**config.mk**
```make
export PLATFORM = sky130hd
export DESIGN_NAME = exam_jam_seq
export DESIGN_NICKNAME = d
export VERILOG_FILES = /design/src/rtl/exam_jam_pkg.sv /design/src/rtl/exam_seq_fsm.sv /design/src/rtl/exam_oe_timer.sv /design/src/rtl/exam_byte_mux.sv /design/src/rtl/exam_jam_seq.sv
export SDC_FILE = /design/constraint.sdc
export NUM_CORES = 1
export LEC_CHECK = 0
export BUFFER_PORTS_ARGS = -buffer_cell sky130_fd_sc_hd__buf_2
export CELL_PAD_IN_SITES_DETAIL_PLACEMENT = 0
export CELL_PAD_IN_SITES_GLOBAL_PLACEMENT = 1
export CORE_ASPECT_RATIO = 1.5
export CORE_MARGIN = 8
export CORE_UTILIZATION = 26
export DETAILED_ROUTE_END_ITERATION = 7
export HOLD_SLACK_MARGIN = 0.15
export MAX_ROUTING_LAYER = met4
export PLACE_DENSITY_LB_ADDON = 0.3
export RECOVER_POWER = 100
export SLEW_MARGIN = 15
export SYNTH_ARGS = -nofsm -noshare
export SYNTH_HDL_FRONTEND = slang
export SYNTH_SLANG_ARGS = --single-unit
```
**constraint.sdc**
```tcl
create_clock -name clk -period 1.7 [get_ports clk]
set_input_delay 0.17 -clock clk [delete_from_list [all_inputs] [get_ports clk]]
set_output_delay 0.17 -clock clk [all_outputs]
set_load 0.05 [all_outputs]
```
**src/rtl/exam_jam_pkg.sv**
```systemverilog
package exam_jam_pkg;
  localparam int DATA_W = 8;
  localparam int ADDR_W = 2 * DATA_W;

  localparam logic [DATA_W-1:0] OPC_JUMP = 8'hC3;
  localparam logic [DATA_W-1:0] OPC_NOP  = 8'h00;

  typedef enum logic [1:0] {
    K_JUMP   = 2'd0,
    K_NEXT   = 2'd1,
    K_STREAM = 2'd2
  } jam_kind_e;

  typedef enum logic [1:0] {
    S_OP = 2'd0,
    S_LO = 2'd1,
    S_HI = 2'd2
  } jam_stage_e;
endpackage

```
**src/rtl/exam_seq_fsm.sv**
```systemverilog
module exam_seq_fsm
  import exam_jam_pkg::*;
(
  input  logic       clk,
  input  logic       rst,
  input  logic       psync,
  input  logic       stopped,
  input  logic       exam_req,
  input  logic       next_req,
  input  logic       stream_mode,
  input  logic       addr_hit,
  output logic       accept,
  output logic       nxt_active,
  output jam_kind_e  nxt_kind,
  output jam_stage_e nxt_stage
);
  logic       active;
  jam_kind_e  kind;
  jam_stage_e stage;
  logic       last;

  always_comb begin
    unique case (kind)
      K_JUMP:  last = (stage == S_HI);
      K_NEXT:  last = 1'b1;
      default: last = addr_hit;
    endcase
  end

  always_comb begin
    accept     = !active && stopped && (exam_req || next_req);
    nxt_active = active;
    nxt_kind   = kind;
    nxt_stage  = stage;
    if (accept) begin
      nxt_active = 1'b1;
      nxt_stage  = S_OP;
      if (exam_req) nxt_kind = stream_mode ? K_STREAM : K_JUMP;
      else          nxt_kind = K_NEXT;
    end else if (active && psync) begin
      if (last) begin
        nxt_active = 1'b0;
        nxt_stage  = S_OP;
      end else if (kind == K_JUMP) begin
        nxt_stage = (stage == S_OP) ? S_LO : S_HI;
      end
    end
  end

  always_ff @(posedge clk) begin
    if (rst) begin
      active <= 1'b0;
      kind   <= K_JUMP;
      stage  <= S_OP;
    end else begin
      active <= nxt_active;
      kind   <= nxt_kind;
      stage  <= nxt_stage;
    end
  end

  assert_no_start_running_R2: assert property (@(posedge clk) disable iff (rst)
    (!active && !stopped) |=> !active);

  assert_jump_ends_R4: assert property (@(posedge clk) disable iff (rst)
    (active && kind == K_JUMP && stage == S_HI && psync) |=> !active);

  assert_single_stage_R6: assert property (@(posedge clk) disable iff (rst)
    (active && kind != K_JUMP) |-> stage == S_OP);

  assert_hold_between_sync_R8: assert property (@(posedge clk) disable iff (rst)
    (active && !psync) |=> (active && $stable(stage) && $stable(kind)));
endmodule

```
**src/rtl/exam_oe_timer.sv**
```systemverilog
module exam_oe_timer #(
  parameter int OE_DLY = 3
) (
  input  logic clk,
  input  logic rst,
  input  logic run,
  input  logic restart,
  output logic ripe
);
  localparam int CW = $clog2(OE_DLY + 1);
  localparam logic [CW-1:0] LIM = CW'(OE_DLY);

  logic [CW-1:0] cnt, cnt_nxt;

  always_comb begin
    if (!run || restart)  cnt_nxt = '0;
    else if (cnt != LIM)  cnt_nxt = cnt + 1'b1;
    else                  cnt_nxt = cnt;
    ripe = (cnt_nxt == LIM);
  end

  always_ff @(posedge clk) begin
    if (rst) cnt <= '0;
    else     cnt <= cnt_nxt;
  end

  assert_cnt_bounded_R5: assert property (@(posedge clk) disable iff (rst)
    cnt <= LIM);

  assert_cnt_clears_R5: assert property (@(posedge clk) disable iff (rst)
    !run |=> cnt == '0);
endmodule

```
**src/rtl/exam_byte_mux.sv**
```systemverilog
module exam_byte_mux
  import exam_jam_pkg::*;
(
  input  jam_kind_e         kind,
  input  jam_stage_e        stage,
  input  logic [ADDR_W-1:0] sw,
  output logic [DATA_W-1:0] jam_byte
);
  always_comb begin
    jam_byte = OPC_NOP;
    if (kind == K_JUMP) begin
      unique case (stage)
        S_OP:    jam_byte = OPC_JUMP;
        S_LO:    jam_byte = sw[DATA_W-1:0];
        default: jam_byte = sw[ADDR_W-1:DATA_W];
      endcase
    end
  end
endmodule

```
**src/rtl/exam_jam_seq.sv**
```systemverilog
module exam_jam_seq
  import exam_jam_pkg::*;
#(
  parameter int OE_DLY = 3
) (
  input  logic              clk,
  input  logic              rst,
  input  logic              psync,
  input  logic              dbin,
  input  logic              stopped,
  input  logic              exam_req,
  input  logic              next_req,
  input  logic              stream_mode,
  input  logic [ADDR_W-1:0] sw,
  input  logic [ADDR_W-1:0] cpu_addr,
  output logic [DATA_W-1:0] bus_dout,
  output logic              bus_oe,
  output logic              ss_n,
  output logic              xrdy
);
  logic              accept, nxt_active, ripe;
  jam_kind_e         nxt_kind;
  jam_stage_e        nxt_stage;
  logic [DATA_W-1:0] jam_byte;

  exam_seq_fsm u_fsm (
    .clk(clk), .rst(rst), .psync(psync), .stopped(stopped),
    .exam_req(exam_req), .next_req(next_req), .stream_mode(stream_mode),
    .addr_hit(cpu_addr == sw), .accept(accept), .nxt_active(nxt_active),
    .nxt_kind(nxt_kind), .nxt_stage(nxt_stage)
  );

  exam_oe_timer #(.OE_DLY(OE_DLY)) u_timer (
    .clk(clk), .rst(rst), .run(nxt_active), .restart(accept), .ripe(ripe)
  );

  exam_byte_mux u_mux (
    .kind(nxt_kind), .stage(nxt_stage), .sw(sw), .jam_byte(jam_byte)
  );

  always_ff @(posedge clk) begin
    if (rst) begin
      ss_n     <= 1'b1;
      xrdy     <= 1'b0;
      bus_oe   <= 1'b0;
      bus_dout <= OPC_NOP;
    end else begin
      ss_n     <= !nxt_active;
      xrdy     <= nxt_active;
      bus_oe   <= nxt_active && ripe && dbin;
      bus_dout <= nxt_active ? jam_byte : OPC_NOP;
    end
  end

  assert_oe_inside_ss_R5: assert property (@(posedge clk) disable iff (rst)
    bus_oe |-> !ss_n);

  assert_oe_after_read_R5: assert property (@(posedge clk) disable iff (rst)
    bus_oe |-> $past(dbin));

  assert_start_needs_stop_R2: assert property (@(posedge clk) disable iff (rst)
    $rose(xrdy) |-> $past(stopped));

  assert_idle_quiet_R10: assert property (@(posedge clk) disable iff (rst)
    !xrdy |-> (bus_dout == OPC_NOP && !bus_oe));
endmodule

```
==> run_results.csv, run 1 <==
group,metric,value,unit
timing,setup_slack,0.0870,ns
yosys,yosys_warnings,0,
timing,period_minus_slack,1.61,ns
timing,fin_skew,0.00141,ns
finish,drive_gt1_share,41.1,%
hold_path,hold-path-cell-count,2,
setup_path,max_stage_delay,0.40,ns
setup_path,start_kind,"register",
finish,n_fill_cell,347,
clocking,cts_tree,"done",
yosys,syn-cell-area,847,um^2
timing,maxSlewViolCount,0,
die,core-area,0.00313,mm^2
setup_path,path_max_fanout,7,
timing,worstMarginPinSlew,0.618,ns
setup_path,rrSetupSlack,0.09,ns
drt,initialDrtViolationCount,21,
yosys,yosysUniqueCellTypes,26,
global_route,grt_pass1_vias,1022,
global_route,overflow,0,
setup_path,reg2regPathDepth,6,
setup_path,crit_type,"reg2reg",
clocking,numClockSinks,17,
global_route,antenna_found_initial,0,
yosys,synth_nets,131,
power,leakagePower,0.555,nW
timing,finalCritPeriodShare,94.9,%
die,start_util,27.1,%
yosys,yosysSeqAreaShare,40.2,%
global_route,grt_pass1_wl,4240,um
timing,fmaxAchievable,0.620,GHz
finish,fin_area,0.00135,mm^2
setup_path,crit_arrival,1.76,ns
power,power.density,770,mW/mm^2
timing,rsz0062_at_grt,"false",
placed_design,place_congestion,0.705,
clocking,path_clk_slew,0.06,ns
setup_path,r2r_end,"bus_dout[0]$_SDFF_PP0_",
power,peakVddDrop,0.371,mV
timing,finalSetupViolCount,0,
drt,routed_wirelength,2800,um
drt,routedWlPerCell,13.4,um
job,max-cap-violations,0,
hold_path,worstHoldStart,"rst",
outcome,status,"complete, no violations",
yosys,synth_cells,91,
drt,dr.pass1.iters,4,
placed_design,dp_hpwl,2350,um
placed_design,pre_cts_slack,-0.148,ns
timing,slew_headroom,59.0,%
placed_design,port-buffer-count,50,
die,die_x,62.6,um
hold_path,min_path_type,"in2reg",
clocking,numCtsBuffers,3,
hold_path,whs_endpoint,"u_fsm.kind[1]$_SDFF_PP0_",
setup_path,worst_path_max_delay_cell,"dfxtp_2",
finish,utilization,43.2,%
die,dieArea,0.00538,mm^2
finish,area_growth,59.4,%
setup_path,critPathCaptureType,"register",
yosys,synth-seq-cells,17,
die,dieHeight,85.9,um
placed_design,place_area,0.00131,mm^2
timing,tns,0,ns
clocking,clock-root-buffer,"clkbuf_8",
clocking,h-tree-depth,1,
setup_path,crit_chain,"nand3_1 > nor3_1 > o21ai_0 > a41o_1 > clkbuf_1 > o221a_1",
timing,hold_viol,0,
setup_path,worstReg2RegStart,"u_fsm.active$_SDFF_PP0_",
setup_path,crit_required,1.85,ns
clocking,post_cts_buffers,0,
die,io_pins,51,
drt,vias,935,
yosys,syn_area_per_cell,9.31,um^2
finish,antenna_cells,0,
clocking,insertion_delay,0.25,ns
finish,nets,209,
finish,multi_input_area,488,um^2
global_route,grt_max_degree,10,
drt,vias_per_cell,4.50,
clocking,ctsLongestPathBuffers,2,
drt,postRouteAntennaNets,0,
global_route,grt_usage,10.1,%
die,num_rows,25,
finish,register_area,342,um^2
drt,drc,0,
-- layout by cell type (no fill, tap or decap), types with 3 or more instances in the layout --
| cell | instances |
|---|---|
| a21oi_1 | 5 |
| buf_2 | 38 |
| buf_4 | 20 |
| clkbuf_1 | 16 |
| clkbuf_8 | 3 |
| dfxtp_1 | 16 |
| inv_1 | 5 |
| nand2_1 | 7 |
| nand3_1 | 5 |
| nand4_1 | 4 |
| nor2_1 | 7 |
| o221a_1 | 4 |
| xnor2_1 | 16 |
-- worst max-delay path: cells and delay by family, from the launching register on --
kind | cells | cell delay [ns]
buffers and inverters | 1 | 0.16
and+or+nand+nor | 2 | 0.28
AOI/OAI and AO/OA | 3 | 0.68
DFF | 1 | 0.40
-- power by group --
group / total (W) / switching [W] / internal [W]
Sequential: 0.000440 / 0.0000160 / 0.000424
Clock: 0.000301 / 0.000134 / 0.000166
Combinational: 0.000300 / 0.000167 / 0.000132
-- repair_timing --
action | CTS | global route
hold buffers | 1 | 0
gates resized for setup | 1 | 2
endpoints found under the hold margin | 1 | 0
endpoints found under the setup margin | 2 | 5
pin swaps | 0 | 2
-- flip-flops by register name, summed over array words and instances, names as in the netlist --
register      cells
ss_n              1
u_fsm.stage       2
u_timer.cnt       2
u_fsm.active      1
bus_oe            1
u_fsm.kind        2
bus_dout          8
-- layout make-up --
| type | count | area share [%] |
|---|---|---|
| Clock buffer | 4 | 3.34 |
| Sequential cell | 17 | 25.3 |
| Multi-Input combinational cell | 68 | 36.1 |
| Timing Repair Buffer | 74 | 30.1 |
| Tap cell | 40 | 3.71 |
| Inverter | 5 | 1.39 |
-- cell families after synthesis --
family	count (synthesis)	share of synthesized area, %
buffers and inverters	6	3.55
AOI/OAI and AO/OA	22	21.7
xor gates and xnor gates	16	16.5
DFF	17	40.2
and+or+nand+nor	30	18.0
-- metal layers --
| metal | track usage [%] | wire [um] |
|---|---|---|
| met5 | - | 0 |
| met4 | 5.42 | 56 |
| met3 | 4.04 | 207 |
| met2 | 19.7 | 1560 |
| met1 | 7.66 | 971 |
-- worst max path at each step --
stage | from | endpoint | slack [ns] | depth (start not counted)
floorplan | u_fsm.active$_SDFF_PP0_ | bus_dout[0]$_SDFF_PP0_ | 0.07 | 6
global placement | sw[15] | bus_dout[4]$_SDFF_PP0_ | -0.12 | 8
detailed placement | cpu_addr[2] | bus_dout[3]$_SDFF_PP0_ | -0.15 | 8
CTS | u_fsm.active$_SDFF_PP0_ | bus_dout[7]$_SDFF_PP0_ | 0.03 | 6
global route | u_fsm.active$_SDFF_PP0_ | bus_dout[0]$_SDFF_PP0_ | 0.006 | 6
finish | u_fsm.active$_SDFF_PP0_ | bus_dout[0]$_SDFF_PP0_ | 0.09 | 6
-- synthesized netlist by cell type (all sizes together) --
cell   number  area (um^2)
a32oi       1         8.76
a41oi       1         8.76
nor2b       2         12.5
o21ai       4         20.0
nor2        7         26.3
nor3        1         5.00
a31oi       1         6.26
nand4       4         25.0
a21oi       6         30.0
inv         5         18.8
a41o        1         10.0
a21o        1         7.51
xnor2      16          140
o41ai       1         27.5
nand3       5         25.0
nor4b       1         8.76
o221a       4         45.0
a311o       1         11.3
dfxtp      17          340
and2        1         6.26
or2         1         6.26
a22o        1         8.76
nand2       8         37.5
buf         1         11.3
-- metrics by stage --
step / hold slack (ns) / power (W) / instances
global placement: 0.392 / 0.000748 / 203
floorplan: 0.242 / 0.000611 / 91
CTS: 0.154 / 0.00105 / 208
global route: 0.159 / 0.00109 / 208
detailed placement: 0.404 / 0.000750 / 203
finish: 0.152 / 0.00104 / 208
(Power assumes the default switching activity.)
==> run 2: changes to the inputs <==
--- a/config.mk
+++ b/config.mk
@@ -9,7 +9,6 @@
 export CELL_PAD_IN_SITES_DETAIL_PLACEMENT = 0
 export CELL_PAD_IN_SITES_GLOBAL_PLACEMENT = 1
 export CORE_ASPECT_RATIO = 1.5
-export CORE_MARGIN = 8
 export CORE_UTILIZATION = 26
 export DETAILED_ROUTE_END_ITERATION = 7
 export HOLD_SLACK_MARGIN = 0.15
==> run 2 against run 1 <==
Combinational power decreased by 4%. Flip-flop and latch count is the same. Global-route usage rose by 5.9 points. Cell count fell by 1.9%. Via count up 1.1%. Fmax down 0.81%. Critical path depth stayed put. Register-to-register slack is essentially flat. Core utilization down 1.3 points. Die area shrank 35%. Critical path type unchanged. Critical endpoint is now bus_dout[7]$_SDFF_PP0_.
==> run_results.csv, run 2 (same netlist as run 1, synthesis figures left out) <==
group,metric,value,unit
power,p_seq_share,42.3,%
hold_path,worstHoldStart,"sw[13]",
setup_path,cp.depth,6,
setup_path,critPathCaptureType,"register",
timing,fmaxAchievable,0.615,GHz
finish,utilization,41.8,%
placed_design,place_congestion,0.739,
setup_path,r2r_end,"bus_dout[7]$_SDFF_PP0_",
clocking,cts_tree,"done",
job,max-cap-violations,0,
setup_path,crit_buf_inv,0,
outcome,status,"complete, no violations",
global_route,grt_pass1_wl,4040,um
finish,top_register,"bus_dout",
clocking,path_clk_slew,0.07,ns
setup_path,crit_arrival,1.77,ns
power,power.density,792,mW/mm^2
global_route,grt_pass1_vias,974,
timing,hold_viol,0,
finish,drive_gt1_share,40.2,%
placed_design,dp_hpwl,1980,um
die,num_rows,25,
setup_path,path_max_fanout,7,
die,dieHeight,71.9,um
setup_path,start_kind,"register",
global_route,grt_max_degree,11,
hold_path,whs_endpoint,"bus_dout[5]$_SDFF_PP0_",
timing,tns,0,ns
clocking,ctsLongestPathBuffers,2,
global_route,antenna_found_initial,0,
timing,finalCritPeriodShare,95.7,%
setup_path,rrSetupSlack,0.07,ns
clocking,numClockSinks,17,
global_route,grt_usage,16.0,%
clocking,post_cts_buffers,0,
setup_path,crit_chain,"nand2_1 > nor4b_1 > a31oi_1 > o21ai_1 > nand2_4 > o221a_1",
timing,rsz0062_at_grt,"false",
die,start_util,27.1,%
drt,routed_wirelength,2510,um
clocking,h-tree-depth,1,
hold_path,hold-path-cell-count,3,
setup_path,worst_path_max_delay_cell,"dfxtp_2",
setup_path,crit_type,"reg2reg",
setup_path,worstReg2RegStart,"u_fsm.active$_SDFF_PP0_",
clocking,numCtsBuffers,3,
die,core-area,0.00313,mm^2
clocking,clock-root-buffer,"clkbuf_8",
drt,initialDrtViolationCount,32,
die,io_pins,51,
placed_design,dp.cells,198,
setup_path,critPathTopFamily,"compound AO/OA/AOI/OAI gates",
finish,layout_common_cells,"38 x buf_2, 16 x xnor2_1, 16 x buf_4",
power,peakVddDrop,0.374,mV
power,p_sw_share,31.5,%
clocking,insertion_delay,0.26,ns
hold_path,min_path_type,"in2reg",
timing,maxSlewViolCount,0,
power,power.switching,0.000326,W
placed_design,port-buffer-count,50,
power,internal_power,0.000710,W
finish,largest_reg_flops,8,
power,pwr-share-comb,27.7,%
finish,fin_cells,204,
drt,postRouteAntennaNets,0,
finish,layout_commonest_cell,"buf_2",
setup_path,crit_required,1.84,ns
timing,worstMarginPinSlew,0.604,ns
die,die_x,48.6,um
drt,routedWlPerCell,12.3,um
global_route,overflow,0,
timing,slew_headroom,59.9,%
setup_path,max_stage_delay,0.40,ns
power,p_clk_share,29.9,%
drt,vias_per_cell,4.63,
drt,dr.pass1.iters,6,
finish,area_growth,54.5,%
drt,drc,0,
timing,fin_skew,0.00510,ns
die,dieArea,0.00349,mm^2
power,fin_total_pwr,0.00104,W
setup_path,reg2regPathDepth,6,
finish,nets,205,
timing,period_minus_slack,1.63,ns
power,leakagePower,0.537,nW
drt,vias,945,
timing,finalSetupViolCount,0,
finish,antenna_cells,0,
## run 2: power by group through the flow
stage | Combinational (W) | Sequential [W] | Clock, W
finish | 0.000288 | 0.000439 | 0.000310
global route | 0.000313 | 0.000442 | 0.000350
CTS | 0.000300 | 0.000438 | 0.000320
detailed placement | 0.000291 | 0.000447 | 0
global placement | 0.000290 | 0.000446 | 0
floorplan | 0.000104 | 0.000506 | 0
## run 2: final cells by class
cell class                      instances  area [um^2]
Fill cell                             342         1820
Multi-Input combinational cell         68          468
Clock buffer                            3         41.3
Tap cell                               40         50.0
Sequential cell                        17          343
Clock inverter                          1         5.00
Inverter                                5         18.8
Timing Repair Buffer                   70          383
## run 2: worst reg2reg max path, delay by kind of cell, from the launching register on
| kind | cells | cell delay, ns |
|---|---|---|
| flip-flops | 1 | 0.40 |
| AND/OR/NAND/NOR | 3 | 0.51 |
| AO/OA/AOI/OAI | 3 | 0.61 |
## run 2: how the worst max path moves through the flow
| stage | from | end | slack, ns |
|---|---|---|---|
| floorplan | u_fsm.active$_SDFF_PP0_ | bus_dout[0]$_SDFF_PP0_ | 0.07 |
| finish | u_fsm.active$_SDFF_PP0_ | bus_dout[7]$_SDFF_PP0_ | 0.07 |
| global placement | sw[3] | bus_dout[7]$_SDFF_PP0_ | -0.21 |
| CTS | u_fsm.active$_SDFF_PP0_ | bus_dout[7]$_SDFF_PP0_ | 0.03 |
| detailed placement | sw[3] | bus_dout[7]$_SDFF_PP0_ | -0.21 |
| global route | u_fsm.active$_SDFF_PP0_ | bus_dout[7]$_SDFF_PP0_ | 0.005 |
## run 2: metrics by stage
| step | worst slack (ns) | hold slack [ns] | cell area (um^2) |
|---|---|---|---|
| final | 0.0738 | 0.182 | 1310 |
| after global routing | 0.00539 | 0.175 | 1310 |
| after CTS | 0.0275 | 0.180 | 1340 |
| after detailed placement | -0.210 | 0.395 | 1270 |
| after global placement | -0.213 | 0.398 | 1270 |
| after floorplan | 0.0673 | 0.242 | 848 |
## run 2: timing repair
| action | CTS | global route |
|---|---|---|
| hold buffers | 2 | 0 |
| setup endpoints to repair | 4 | 5 |
| hold endpoints to repair | 3 | 0 |
| resized for setup | 2 | 4 |
## run 2: layer usage
layer  track usage [%]  part of all wire, %
met5                 -                    0
met4              8.82                  2.4
met3              3.98                  5.7
met2              30.4                   55
met1              14.2                   36
